--- config.mk ---
export PLATFORM = sky130hd
export DESIGN_NAME = mdio_frame_engine
export DESIGN_NICKNAME = d
export VERILOG_FILES = /design/src/rtl/mdio_pkg.sv /design/src/rtl/mdio_ctrl.sv /design/src/rtl/mdio_dp.sv /design/src/rtl/mdio_frame_engine.sv
export SDC_FILE = /design/constraint.sdc
export NUM_CORES = 1
export LEC_CHECK = 0
export ABC_AREA = 1
export ABC_CLOCK_PERIOD_IN_PS = 1800
export BUFFER_PORTS_ARGS = -buffer_cell sky130_fd_sc_hd__buf_2
export CAP_MARGIN = 15
export CORE_UTILIZATION = 52
export DETAILED_ROUTE_END_ITERATION = 12
export PLACE_DENSITY = 0.75
export SLEW_MARGIN = 20
export SYNTH_ARGS = -nofsm -noshare
export SYNTH_HDL_FRONTEND = slang
export SYNTH_HIERARCHICAL = 1
export SYNTH_SLANG_ARGS = --single-unit
--- constraint.sdc ---
create_clock -name clk -period 1.8 [get_ports clk]
set_clock_uncertainty 0.2 [all_clocks]
set_input_delay 0.36 -clock clk [delete_from_list [all_inputs] [get_ports clk]]
set_output_delay 0.36 -clock clk [all_outputs]
set_load 0.1 [all_outputs]
--- src/rtl/mdio_pkg.sv ---
package mdio_pkg;
  localparam int PRE_BITS   = 32;
  localparam int HDR_BITS   = 16;
  localparam int DATA_BITS  = 16;
  localparam int FRAME_BITS = PRE_BITS + HDR_BITS + DATA_BITS;
  localparam int IDX_W      = $clog2(FRAME_BITS);
  // first period in which a read frees the line (turnaround)
  localparam int RELEASE_IDX = PRE_BITS + HDR_BITS - 2;
  // first data period
  localparam int DATA_IDX    = PRE_BITS + HDR_BITS;
  localparam logic [HDR_BITS-1:0] RD_CMD = 16'h6000;
  localparam logic [HDR_BITS-1:0] WR_CMD = 16'h5002;

  typedef struct packed {
    logic load;     // latch a new frame
    logic txStep;   // present next bit on the line
    logic txDrive;  // output enable for that bit
    logic rxStep;   // shift in one read bit
    logic park;     // release line after last period
    logic capture;  // publish read result
  } dpCtl_t;
endpackage

--- src/rtl/mdio_ctrl.sv ---
module mdio_ctrl
  import mdio_pkg::*;
#(
  parameter int CLK_DIV = 4
) (
  input  logic   clk,
  input  logic   rstN,
  input  logic   reqValid,
  input  logic   reqWrite,
  output logic   reqReady,
  output logic   mdc,
  output logic   xferDone,
  output dpCtl_t ctl
);
  localparam int PH_W = $clog2(2 * CLK_DIV);
  localparam logic [PH_W-1:0] PH_RISE = PH_W'(CLK_DIV - 1);
  localparam logic [PH_W-1:0] PH_LAST = PH_W'(2 * CLK_DIV - 1);
  localparam logic [IDX_W-1:0] LAST_IDX = IDX_W'(FRAME_BITS - 1);

  typedef enum logic [1:0] {ST_IDLE, ST_RUN, ST_TAIL} state_t;

  state_t state;
  logic [PH_W-1:0] phCnt;
  logic [IDX_W-1:0] bitIdx;
  logic isRead;

  assign reqReady = (state == ST_IDLE);

  always_comb begin
    ctl.load    = (state == ST_IDLE) && reqValid;
    ctl.txStep  = (state == ST_RUN) && (phCnt == '0);
    ctl.txDrive = !(isRead && (bitIdx >= IDX_W'(RELEASE_IDX)));
    ctl.rxStep  = (state == ST_RUN) && (phCnt == PH_RISE) && isRead
                  && (bitIdx >= IDX_W'(DATA_IDX));
    ctl.park    = (state == ST_TAIL) && (phCnt == '0);
    ctl.capture = ctl.park && isRead;
  end

  always_ff @(posedge clk) begin
    if (!rstN) begin
      state    <= ST_IDLE;
      phCnt    <= '0;
      bitIdx   <= '0;
      isRead   <= 1'b0;
      mdc      <= 1'b0;
      xferDone <= 1'b0;
    end else begin
      xferDone <= 1'b0;
      unique case (state)
        ST_IDLE: begin
          if (reqValid) begin
            state  <= ST_RUN;
            phCnt  <= '0;
            bitIdx <= '0;
            isRead <= !reqWrite;
          end
        end
        ST_RUN: begin
          if (phCnt == PH_RISE) mdc <= 1'b1;
          if (phCnt == PH_LAST) begin
            mdc   <= 1'b0;
            phCnt <= '0;
            if (bitIdx == LAST_IDX) state <= ST_TAIL;
            else bitIdx <= bitIdx + 1'b1;
          end else begin
            phCnt <= phCnt + 1'b1;
          end
        end
        ST_TAIL: begin
          if (phCnt == PH_RISE) begin
            state    <= ST_IDLE;
            xferDone <= 1'b1;
            phCnt    <= '0;
          end else begin
            phCnt <= phCnt + 1'b1;
          end
        end
        default: state <= ST_IDLE;
      endcase
    end
  end
endmodule

--- src/rtl/mdio_dp.sv ---
module mdio_dp
  import mdio_pkg::*;
(
  input  logic                 clk,
  input  logic                 rstN,
  input  dpCtl_t               ctl,
  input  logic                 reqWrite,
  input  logic [4:0]           reqPhy,
  input  logic [4:0]           reqReg,
  input  logic [DATA_BITS-1:0] reqData,
  input  logic                 mdioIn,
  output logic                 mdioOut,
  output logic                 mdioOe,
  output logic [DATA_BITS-1:0] rdData
);
  logic [FRAME_BITS-1:0] txSr;
  logic [DATA_BITS-1:0]  rxSr;
  logic [HDR_BITS-1:0]   header;

  always_comb begin
    header = (reqWrite ? WR_CMD : RD_CMD) | {4'b0000, reqPhy, reqReg, 2'b00};
  end

  always_ff @(posedge clk) begin
    if (!rstN) begin
      txSr    <= '1;
      rxSr    <= '0;
      rdData  <= '0;
      mdioOut <= 1'b1;
      mdioOe  <= 1'b0;
    end else begin
      if (ctl.load)
        txSr <= {{PRE_BITS{1'b1}}, header, reqWrite ? reqData : {DATA_BITS{1'b1}}};
      else if (ctl.txStep)
        txSr <= {txSr[FRAME_BITS-2:0], 1'b1};
      if (ctl.txStep) begin
        mdioOut <= txSr[FRAME_BITS-1];
        mdioOe  <= ctl.txDrive;
      end
      if (ctl.rxStep) rxSr <= {rxSr[DATA_BITS-2:0], mdioIn};
      if (ctl.park) begin
        mdioOut <= 1'b1;
        mdioOe  <= 1'b0;
      end
      if (ctl.capture) rdData <= rxSr;
    end
  end
endmodule

--- src/rtl/mdio_frame_engine.sv ---
module mdio_frame_engine
  import mdio_pkg::*;
#(
  parameter int CLK_DIV = 4
) (
  input  logic        clk,
  input  logic        rstN,
  input  logic        reqValid,
  output logic        reqReady,
  input  logic        reqWrite,
  input  logic [4:0]  reqPhy,
  input  logic [4:0]  reqReg,
  input  logic [15:0] reqData,
  output logic [15:0] rdData,
  output logic        xferDone,
  output logic        mdc,
  output logic        mdioOut,
  output logic        mdioOe,
  input  logic        mdioIn
);
  dpCtl_t ctl;

  mdio_ctrl #(.CLK_DIV(CLK_DIV)) uCtrl (
    .clk(clk), .rstN(rstN), .reqValid(reqValid), .reqWrite(reqWrite),
    .reqReady(reqReady), .mdc(mdc), .xferDone(xferDone), .ctl(ctl)
  );

  mdio_dp uDp (
    .clk(clk), .rstN(rstN), .ctl(ctl), .reqWrite(reqWrite),
    .reqPhy(reqPhy), .reqReg(reqReg), .reqData(reqData), .mdioIn(mdioIn),
    .mdioOut(mdioOut), .mdioOe(mdioOe), .rdData(rdData)
  );
endmodule

==> results of run 1 <==
-- power groups by stage --
stage                     Combinational [mW]  Sequential (mW)  Clock, mW
final                                   4.43             3.41       1.52
after floorplan                         2.79             3.74          0
after CTS                               4.32             3.38       1.58
after detailed placement                4.09             3.43          0
after global routing                    4.95             3.48       1.68
after global placement                  3.96             3.41          0
-- per-layer routing --
metal  wire length, um  GRT usage [%]  up-vias
met5                 0              0        -
met4                99           5.32        0
met3               429           5.47        9
met2              4860           34.9       82
met1              4510           26.5     1902
li1                  -              -     2179
-- cells in the mapped netlist, drive strengths merged --
library cell | count | share of area, %
o21ai | 39 | 4.1
clkbuf | 8 | 0.63
dfxtp | 112 | 47
nor2 | 83 | 7.1
a21oi | 39 | 4.2
or2 | 1 | 0.18
nor3 | 3 | 0.32
inv | 67 | 5.3
nand2 | 167 | 14
and2 | 1 | 0.13
a211oi | 1 | 0.16
ha | 13 | 3.4
nand3 | 86 | 9.4
nand4 | 3 | 0.40
o21bai | 3 | 0.47
o31ai | 1 | 0.16
buf | 24 | 3.1
-- what timing repair did --
item,in CTS,in global routing
hold buffers,0,1
gates resized for setup,14,17
pin swaps,2,3
hold endpoints to repair,0,1
endpoints found under the setup margin,88,108
cloned,0,1
setup buffers,5,1
-- flip-flops by register name (all words and copies together), names as in the netlist, 2 cells and up --
| name | flops |
|---|---|
| uCtrl/phCnt | 3 |
| uCtrl/state | 2 |
| uDp/rxSr | 16 |
| uDp/txSr | 64 |
| uDp/rdData | 16 |
| uCtrl/bitIdx | 6 |
-- worst paths after layout --
check,start,to,slack [ns],depth (start not counted)
worst max register to register,uCtrl/state[0],uDp/txSr[46],0.03,9
worst max-delay path,uCtrl/state[0],reqReady,-0.007,4
worst min register to register,uDp/txSr[63],uDp/mdioOut,0.26,2
worst min-delay path,mdioIn,uDp/rxSr[0],0.005,3
-- stage by stage --
| step | total power [mW] | hold WS (ns) | cell area, um^2 | setup TNS, ns |
|---|---|---|---|---|
| after floorplan | 6.53 | 0.223 | 4770 | -0.316 |
| after global placement | 7.37 | 0.240 | 5220 | 0 |
| after detailed placement | 7.52 | 0.241 | 5220 | -0.640 |
| after CTS | 9.28 | 0.00230 | 5540 | -0.286 |
| after global routing | 10.1 | 0.00425 | 5660 | -0.715 |
| final | 9.37 | 0.00521 | 5660 | -0.00716 |
-- final cells by class --
| class | count | area (um^2) |
|---|---|---|
| Timing Repair Buffer | 81 | 637 |
| Tap cell | 108 | 135 |
| Inverter | 67 | 267 |
| Clock buffer | 9 | 124 |
| Fill cell | 762 | 3110 |
| Sequential cell | 112 | 2250 |
| Clock inverter | 7 | 88.8 |
| Multi-Input combinational cell | 440 | 2160 |
-- critical path: stages (launching register included) --
cell                      delay, ns
sky130_fd_sc_hd__dfxtp_4       0.39
sky130_fd_sc_hd__inv_2         0.04
sky130_fd_sc_hd__buf_6         0.11
sky130_fd_sc_hd__ha_4          0.17
sky130_fd_sc_hd__buf_12        0.16
-- kinds of logic (layout without fill, tap and decap cells) --
family / after synthesis / after routing / share of synthesized area (%)
AO/OA/AOI/OAI: 83 / 83 / 9.09
flip-flops: 112 / 112 / 47.2
adder cells (fa/ha/maj): 13 / 13 / 3.43
AND/OR/NAND/NOR: 344 / 344 / 31.2
buffers and inverters: 99 / 164 / 9.07
==> flow_results.xml, run 1 <==
<?xml version="1.0" encoding="UTF-8"?>
<metrics>
  <group name="run_status">
    <metric name="run_status" unit="">finished with violations</metric>
    <metric name="failing_checks" unit="">setup timing</metric>
  </group>
  <group name="cts">
    <metric name="cts_root_buffer" unit="">sky130_fd_sc_hd__clkbuf_8</metric>
    <metric name="numClockSinks" unit="">112</metric>
    <metric name="insertion_delay" unit="ns">0.37</metric>
    <metric name="numCtsBuffers" unit="">9</metric>
    <metric name="clk_transition_reported_paths" unit="ns">0.12</metric>
    <metric name="cts-htree-levels" unit="">3</metric>
    <metric name="cts_max_path_buffers" unit="">2</metric>
    <metric name="cts_tree" unit="">yes</metric>
  </group>
  <group name="synthesis">
    <metric name="synthesis.nets" unit="">695</metric>
    <metric name="synth_sequential_area_ratio" unit="%">47.2</metric>
    <metric name="synth_area" unit="um^2">4750</metric>
    <metric name="ys_types" unit="">28</metric>
    <metric name="ys_ff_latch" unit="">112</metric>
    <metric name="syn-mean-instance-area" unit="um^2">7.29</metric>
    <metric name="synthesis.instances" unit="">651</metric>
    <metric name="synthesis.yosys.warnings" unit="">6</metric>
  </group>
  <group name="pwr">
    <metric name="irDropWorstVdd" unit="mV">0.743</metric>
    <metric name="leak" unit="nW">2.87</metric>
    <metric name="p_sw_share" unit="%">43.1</metric>
    <metric name="clock_group_share_of_total_power" unit="%">16.3</metric>
    <metric name="power_switching" unit="mW">4.03</metric>
    <metric name="power.density_cell_area" unit="nW/um^2">1660</metric>
    <metric name="power.share.sequential" unit="%">36.4</metric>
    <metric name="internal-power" unit="mW">5.33</metric>
    <metric name="comb_power_share" unit="%">47.3</metric>
  </group>
  <group name="global_routing">
    <metric name="grt_use_total" unit="%">20.8</metric>
    <metric name="maximum_number_of_pins_on_one_net_before_global_route_repair" unit="">35</metric>
    <metric name="grt_antenna_before_repair" unit="">0</metric>
    <metric name="overflow" unit="">0</metric>
    <metric name="grt_pass1_vias" unit="">3779</metric>
    <metric name="grt_pass1_wl" unit="um">16500</metric>
  </group>
  <group name="sta">
    <metric name="report.final.slew_viol_count" unit="">0</metric>
    <metric name="maxSlewHeadroom" unit="%">67.4</metric>
    <metric name="final_hold_viol_count" unit="">0</metric>
    <metric name="report.final.setup_viol" unit="">1</metric>
    <metric name="final_cycle_utilization_of_the_critical_path" unit="%">100</metric>
    <metric name="grt_setup_unrepaired" unit="">yes</metric>
    <metric name="worst_pin_slew" unit="ns">0.492</metric>
    <metric name="post-route-min-period" unit="ns">1.81</metric>
    <metric name="timing.final.ws_setup" unit="ns">-0.00716</metric>
    <metric name="max_freq" unit="MHz">553</metric>
  </group>
  <group name="drt">
    <metric name="detail-route-antenna-nets" unit="">0</metric>
    <metric name="detailroute.via_count" unit="">4172</metric>
    <metric name="drt-pass1-iter-count" unit="">4</metric>
    <metric name="route.detailed.wl_per_inst" unit="um">12.0</metric>
    <metric name="first_iter_violations" unit="">223</metric>
    <metric name="drcViolationCount" unit="">0</metric>
    <metric name="vias_per_cell" unit="">5.06</metric>
    <metric name="totalWireLength" unit="um">9900</metric>
  </group>
  <group name="critical_path">
    <metric name="worst_setup_path_end_kind" unit="">output port</metric>
    <metric name="start_to_end_type_of_the_worst_setup_path" unit="">register to output port</metric>
    <metric name="timing.critical_path.fanout_max" unit="">4</metric>
    <metric name="critical_path_required" unit="ns">1.24</metric>
    <metric name="cp_data_arrival_time" unit="ns">1.25</metric>
    <metric name="timing.critical_path.from_type" unit="">register</metric>
  </group>
  <group name="die">
    <metric name="floorplan.initialDensity" unit="%">54.2</metric>
    <metric name="rows" unit="">34</metric>
    <metric name="core-area" unit="um^2">8760</metric>
    <metric name="die_span_x" unit="um">97.5</metric>
    <metric name="dieHeight" unit="um">97.5</metric>
    <metric name="io_pins" unit="">52</metric>
    <metric name="die_area" unit="um^2">9520</metric>
  </group>
  <group name="placement">
    <metric name="dp_hpwl" unit="um">6560</metric>
    <metric name="post-place-ws" unit="ns">-0.0317</metric>
    <metric name="numPlacedInstances" unit="">800</metric>
    <metric name="numPortBuffers" unit="">51</metric>
    <metric name="globalplace.congestion" unit="">0.851</metric>
  </group>
  <group name="run">
    <metric name="timing.max_cap.violations" unit="">0</metric>
  </group>
  <group name="cells_and_area">
    <metric name="final_core_util" unit="%">64.6</metric>
    <metric name="leading_cell_types_in_the_layout_fill_and_taps_excluded" unit="">sky130_fd_sc_hd__nand2_1, sky130_fd_sc_hd__dfxtp_1, sky130_fd_sc_hd__nand3_1</metric>
    <metric name="final_common_cell" unit="">sky130_fd_sc_hd__nand2_1</metric>
    <metric name="antenna-diode-count" unit="">0</metric>
    <metric name="synth_to_final_area_change" unit="%">19.2</metric>
    <metric name="layout_cell_share_with_drive_strength_beyond_1" unit="%">18.6</metric>
    <metric name="fin_cells" unit="">824</metric>
    <metric name="nNetsFinal" unit="">755</metric>
  </group>
  <group name="worst_hold_path">
    <metric name="timing.hold.worst.class" unit="">input port to register</metric>
  </group>
</metrics>
No activity file was read; power rests on OpenSTA's default activity.
==> inputs of run 2 (changes only) <==
ABC_CLOCK_PERIOD_IN_PS = 1900   (was 1800)
CORE_UTILIZATION = 56   (was 52)
PLACE_DENSITY = 0.77   (was 0.75)
TNS_END_PERCENT = 1   (was unset)
clock period = 1.9 ns   (was 1.8 ns; I/O delays follow)
==> run 2 against run 1 <==
Net effect: the flow now finishes without violations; via count increased by 0.77%; cell count is 0.97% lower; combinational power shrank 12%; sequential power is 5% lower; hold slack better by 0.032 ns; clock-buffer cell count unchanged; critical path type is now register to register; critical endpoint is now uDp/txSr[22]; largest cell class unchanged; largest power group unchanged; highest routed layer is now met5.
==> flow_results.xml, run 2 (synthesized netlist as in run 1, its figures left out) <==
<?xml version="1.0" encoding="UTF-8"?>
<metrics>
  <group name="run_status">
    <metric name="run_status" unit="">finished, final reports clean</metric>
  </group>
  <group name="sta">
    <metric name="timing.setup.tns" unit="ns">0</metric>
    <metric name="final_cycle_utilization_of_the_critical_path" unit="%">95.1</metric>
    <metric name="post-route-min-period" unit="ns">1.81</metric>
    <metric name="report.final.setup_viol" unit="">0</metric>
    <metric name="timing.final.ws_setup" unit="ns">0.0928</metric>
    <metric name="final.hold.worst_slack" unit="ns">0.0373</metric>
    <metric name="final_hold_viol_count" unit="">0</metric>
    <metric name="maxSlewHeadroom" unit="%">64.5</metric>
    <metric name="report.final.slew_viol_count" unit="">0</metric>
    <metric name="grt_setup_unrepaired" unit="">yes</metric>
    <metric name="worst_pin_slew" unit="ns">0.531</metric>
    <metric name="max_freq" unit="MHz">553</metric>
  </group>
  <group name="placement">
    <metric name="post-place-ws" unit="ns">-0.0565</metric>
    <metric name="dp_hpwl" unit="um">6480</metric>
    <metric name="numPlacedInstances" unit="">792</metric>
    <metric name="placed_area" unit="um^2">5140</metric>
    <metric name="globalplace.congestion" unit="">0.879</metric>
    <metric name="numPortBuffers" unit="">51</metric>
  </group>
  <group name="cts">
    <metric name="cts-htree-levels" unit="">3</metric>
    <metric name="numCtsBuffers" unit="">9</metric>
    <metric name="ctsHoldBuffers" unit="">0</metric>
    <metric name="cts_root_buffer" unit="">sky130_fd_sc_hd__clkbuf_8</metric>
    <metric name="insertion_delay" unit="ns">0.37</metric>
    <metric name="numClockSinks" unit="">112</metric>
    <metric name="clk_transition_reported_paths" unit="ns">0.11</metric>
    <metric name="cts_tree" unit="">yes</metric>
    <metric name="cts_max_path_buffers" unit="">2</metric>
  </group>
  <group name="cells_and_area">
    <metric name="finalInstanceArea" unit="um^2">5430</metric>
    <metric name="nNetsFinal" unit="">750</metric>
    <metric name="final_core_util" unit="%">66.1</metric>
    <metric name="fin_cells" unit="">816</metric>
    <metric name="layout_cell_share_with_drive_strength_beyond_1" unit="%">17.4</metric>
    <metric name="number_of_flip_flops_under_the_largest_register_name" unit="">64</metric>
    <metric name="final_common_cell" unit="">sky130_fd_sc_hd__nand2_1</metric>
    <metric name="layout.area.seq" unit="um^2">2240</metric>
    <metric name="leading_cell_types_in_the_layout_fill_and_taps_excluded" unit="">sky130_fd_sc_hd__nand2_1, sky130_fd_sc_hd__dfxtp_1, sky130_fd_sc_hd__nand3_1</metric>
    <metric name="synth_to_final_area_change" unit="%">14.4</metric>
    <metric name="registers.top_by_ff_count" unit="">uDp/txSr</metric>
    <metric name="biggestRegsByFlops" unit="">uDp/txSr: 64 flops, uDp/rdData: 16 flops, uDp/rxSr: 16 flops</metric>
    <metric name="layout.filler_cells" unit="">724</metric>
    <metric name="antenna-diode-count" unit="">0</metric>
    <metric name="multi_input_gate_area_in_the_final_layout" unit="um^2">2110</metric>
  </group>
  <group name="drt">
    <metric name="first_iter_violations" unit="">212</metric>
    <metric name="drcViolationCount" unit="">0</metric>
    <metric name="detailroute.via_count" unit="">4204</metric>
    <metric name="route.detailed.wl_per_inst" unit="um">12.2</metric>
    <metric name="vias_per_cell" unit="">5.15</metric>
    <metric name="drt-pass1-iter-count" unit="">5</metric>
    <metric name="detail-route-antenna-nets" unit="">0</metric>
    <metric name="totalWireLength" unit="um">9980</metric>
  </group>
  <group name="global_routing">
    <metric name="overflow" unit="">0</metric>
    <metric name="grt_pass1_wl" unit="um">16500</metric>
    <metric name="grt_pass1_vias" unit="">3833</metric>
    <metric name="grt_antenna_before_repair" unit="">1</metric>
    <metric name="maximum_number_of_pins_on_one_net_before_global_route_repair" unit="">34</metric>
    <metric name="grt_use_total" unit="%">23.5</metric>
  </group>
  <group name="pwr">
    <metric name="p_sw_share" unit="%">43.8</metric>
    <metric name="leak" unit="nW">2.79</metric>
    <metric name="internal-power" unit="mW">4.77</metric>
    <metric name="power.share.sequential" unit="%">38.1</metric>
    <metric name="clock_group_share_of_total_power" unit="%">15.9</metric>
    <metric name="power.density_cell_area" unit="nW/um^2">1560</metric>
    <metric name="comb_power_share" unit="%">46.0</metric>
    <metric name="totalPowerFinal" unit="mW">8.49</metric>
    <metric name="irDropWorstVdd" unit="mV">1.38</metric>
    <metric name="power_switching" unit="mW">3.71</metric>
  </group>
  <group name="critical_path">
    <metric name="start_to_end_type_of_the_worst_setup_path" unit="">register to register</metric>
    <metric name="cp_slowest_stage_delay" unit="ns">0.35</metric>
    <metric name="worst_setup_path_end_kind" unit="">register</metric>
    <metric name="cp_cell_sequence" unit="">inv_1, ha_1, inv_1, nor3_2, buf_6, nor2_4, buf_2, nand2_1, nand3_1</metric>
    <metric name="ff2ff_setup_slack" unit="ns">0.09</metric>
    <metric name="timing.critical_path.fanout_max" unit="">9</metric>
    <metric name="cp_data_arrival_time" unit="ns">1.92</metric>
    <metric name="worst_r2r_endpoint" unit="">uDp/txSr[22]</metric>
    <metric name="worst_path_max_delay_cell" unit="">sky130_fd_sc_hd__dfxtp_1</metric>
    <metric name="timing.critical_path.from_type" unit="">register</metric>
    <metric name="crit_path_frequent_cell" unit="">sky130_fd_sc_hd__inv_1</metric>
    <metric name="worst_r2r_path_depth" unit="">9</metric>
    <metric name="critical_path_required" unit="ns">2.01</metric>
    <metric name="timing.critical_path.from" unit="">uCtrl/phCnt[0]</metric>
    <metric name="reg2reg_from" unit="">uCtrl/phCnt[0]</metric>
  </group>
  <group name="worst_hold_path">
    <metric name="hold_path_end" unit="">uDp/txSr[0]</metric>
    <metric name="hp-start" unit="">reqData[0]</metric>
    <metric name="timing.hold.worst_path_depth" unit="">3</metric>
    <metric name="timing.hold.worst.class" unit="">input port to register</metric>
  </group>
  <group name="run">
    <metric name="timing.max_cap.violations" unit="">0</metric>
  </group>
  <group name="die">
    <metric name="dieHeight" unit="um">94.1</metric>
    <metric name="rows" unit="">33</metric>
    <metric name="die_area" unit="um^2">8850</metric>
    <metric name="io_pins" unit="">52</metric>
    <metric name="core-area" unit="um^2">8220</metric>
    <metric name="floorplan.initialDensity" unit="%">57.8</metric>
    <metric name="die_span_x" unit="um">94.1</metric>
  </group>
</metrics>
[run 2: changes by cell type in the layout (fill, tap and decap cells not counted), sizes merged]
cell / before / now
buf: 78 / 76
clkbuf: 11 / 9
clkinv: 2 / 1
dlygate4sd3: 1 / 0
inv: 70 / 71
[run 2: area by class of cell]
cell class              count  share of cell area, %
clock buffers               9                   2.28
inverters                  67                   4.84
multi-input cells         440                   38.9
flip-flops and latches    112                   41.3
repair buffers             76                   9.06
well taps                 105                   2.42
clock inverters             7                   1.13
[run 2: power by group through the flow]
stage | registers [mW] | clock network [mW] | logic, mW
floorplan | 3.54 | 0 | 2.63
global placement | 3.24 | 0 | 3.57
detailed placement | 3.25 | 0 | 3.67
CTS | 3.21 | 1.40 | 3.74
global route | 3.29 | 1.49 | 4.38
finish | 3.23 | 1.35 | 3.91
[run 2: critical path: cells and delay by family, from the launching register on]
kind	cells	cell delay, ns
flip-flops	1	0.35
AND/OR/NAND/NOR	4	0.43
adder cells (fa/ha/maj)	1	0.19
buffers and inverters	4	0.57
[run 2: how the worst max path moves through the flow]
stage                          end  slack, ns
floorplan             uDp/txSr[28]      -0.08
global placement     uDp/rdData[8]       0.02
detailed placement  uDp/rdData[11]      -0.06
CTS                    uDp/txSr[8]      0.004
global route         uDp/rdData[6]      -0.02
finish                uDp/txSr[22]       0.09
[run 2: per-layer routing]
layer  vias up  GRT usage [%]  wire (um)
li1       2169              -          -
met1      1943           28.5       4580
met2        83           40.8       4880
met3         7           6.47        451
met4         2           6.15         52
met5         -              0         13
[run 2: timing repair]
item | in CTS | in global routing
gates resized for setup | 5 | 14
buffers inserted | 4 | 3
pin swaps | 1 | 1
endpoints found under the setup margin | 73 | 98
gates cloned | 0 | 1
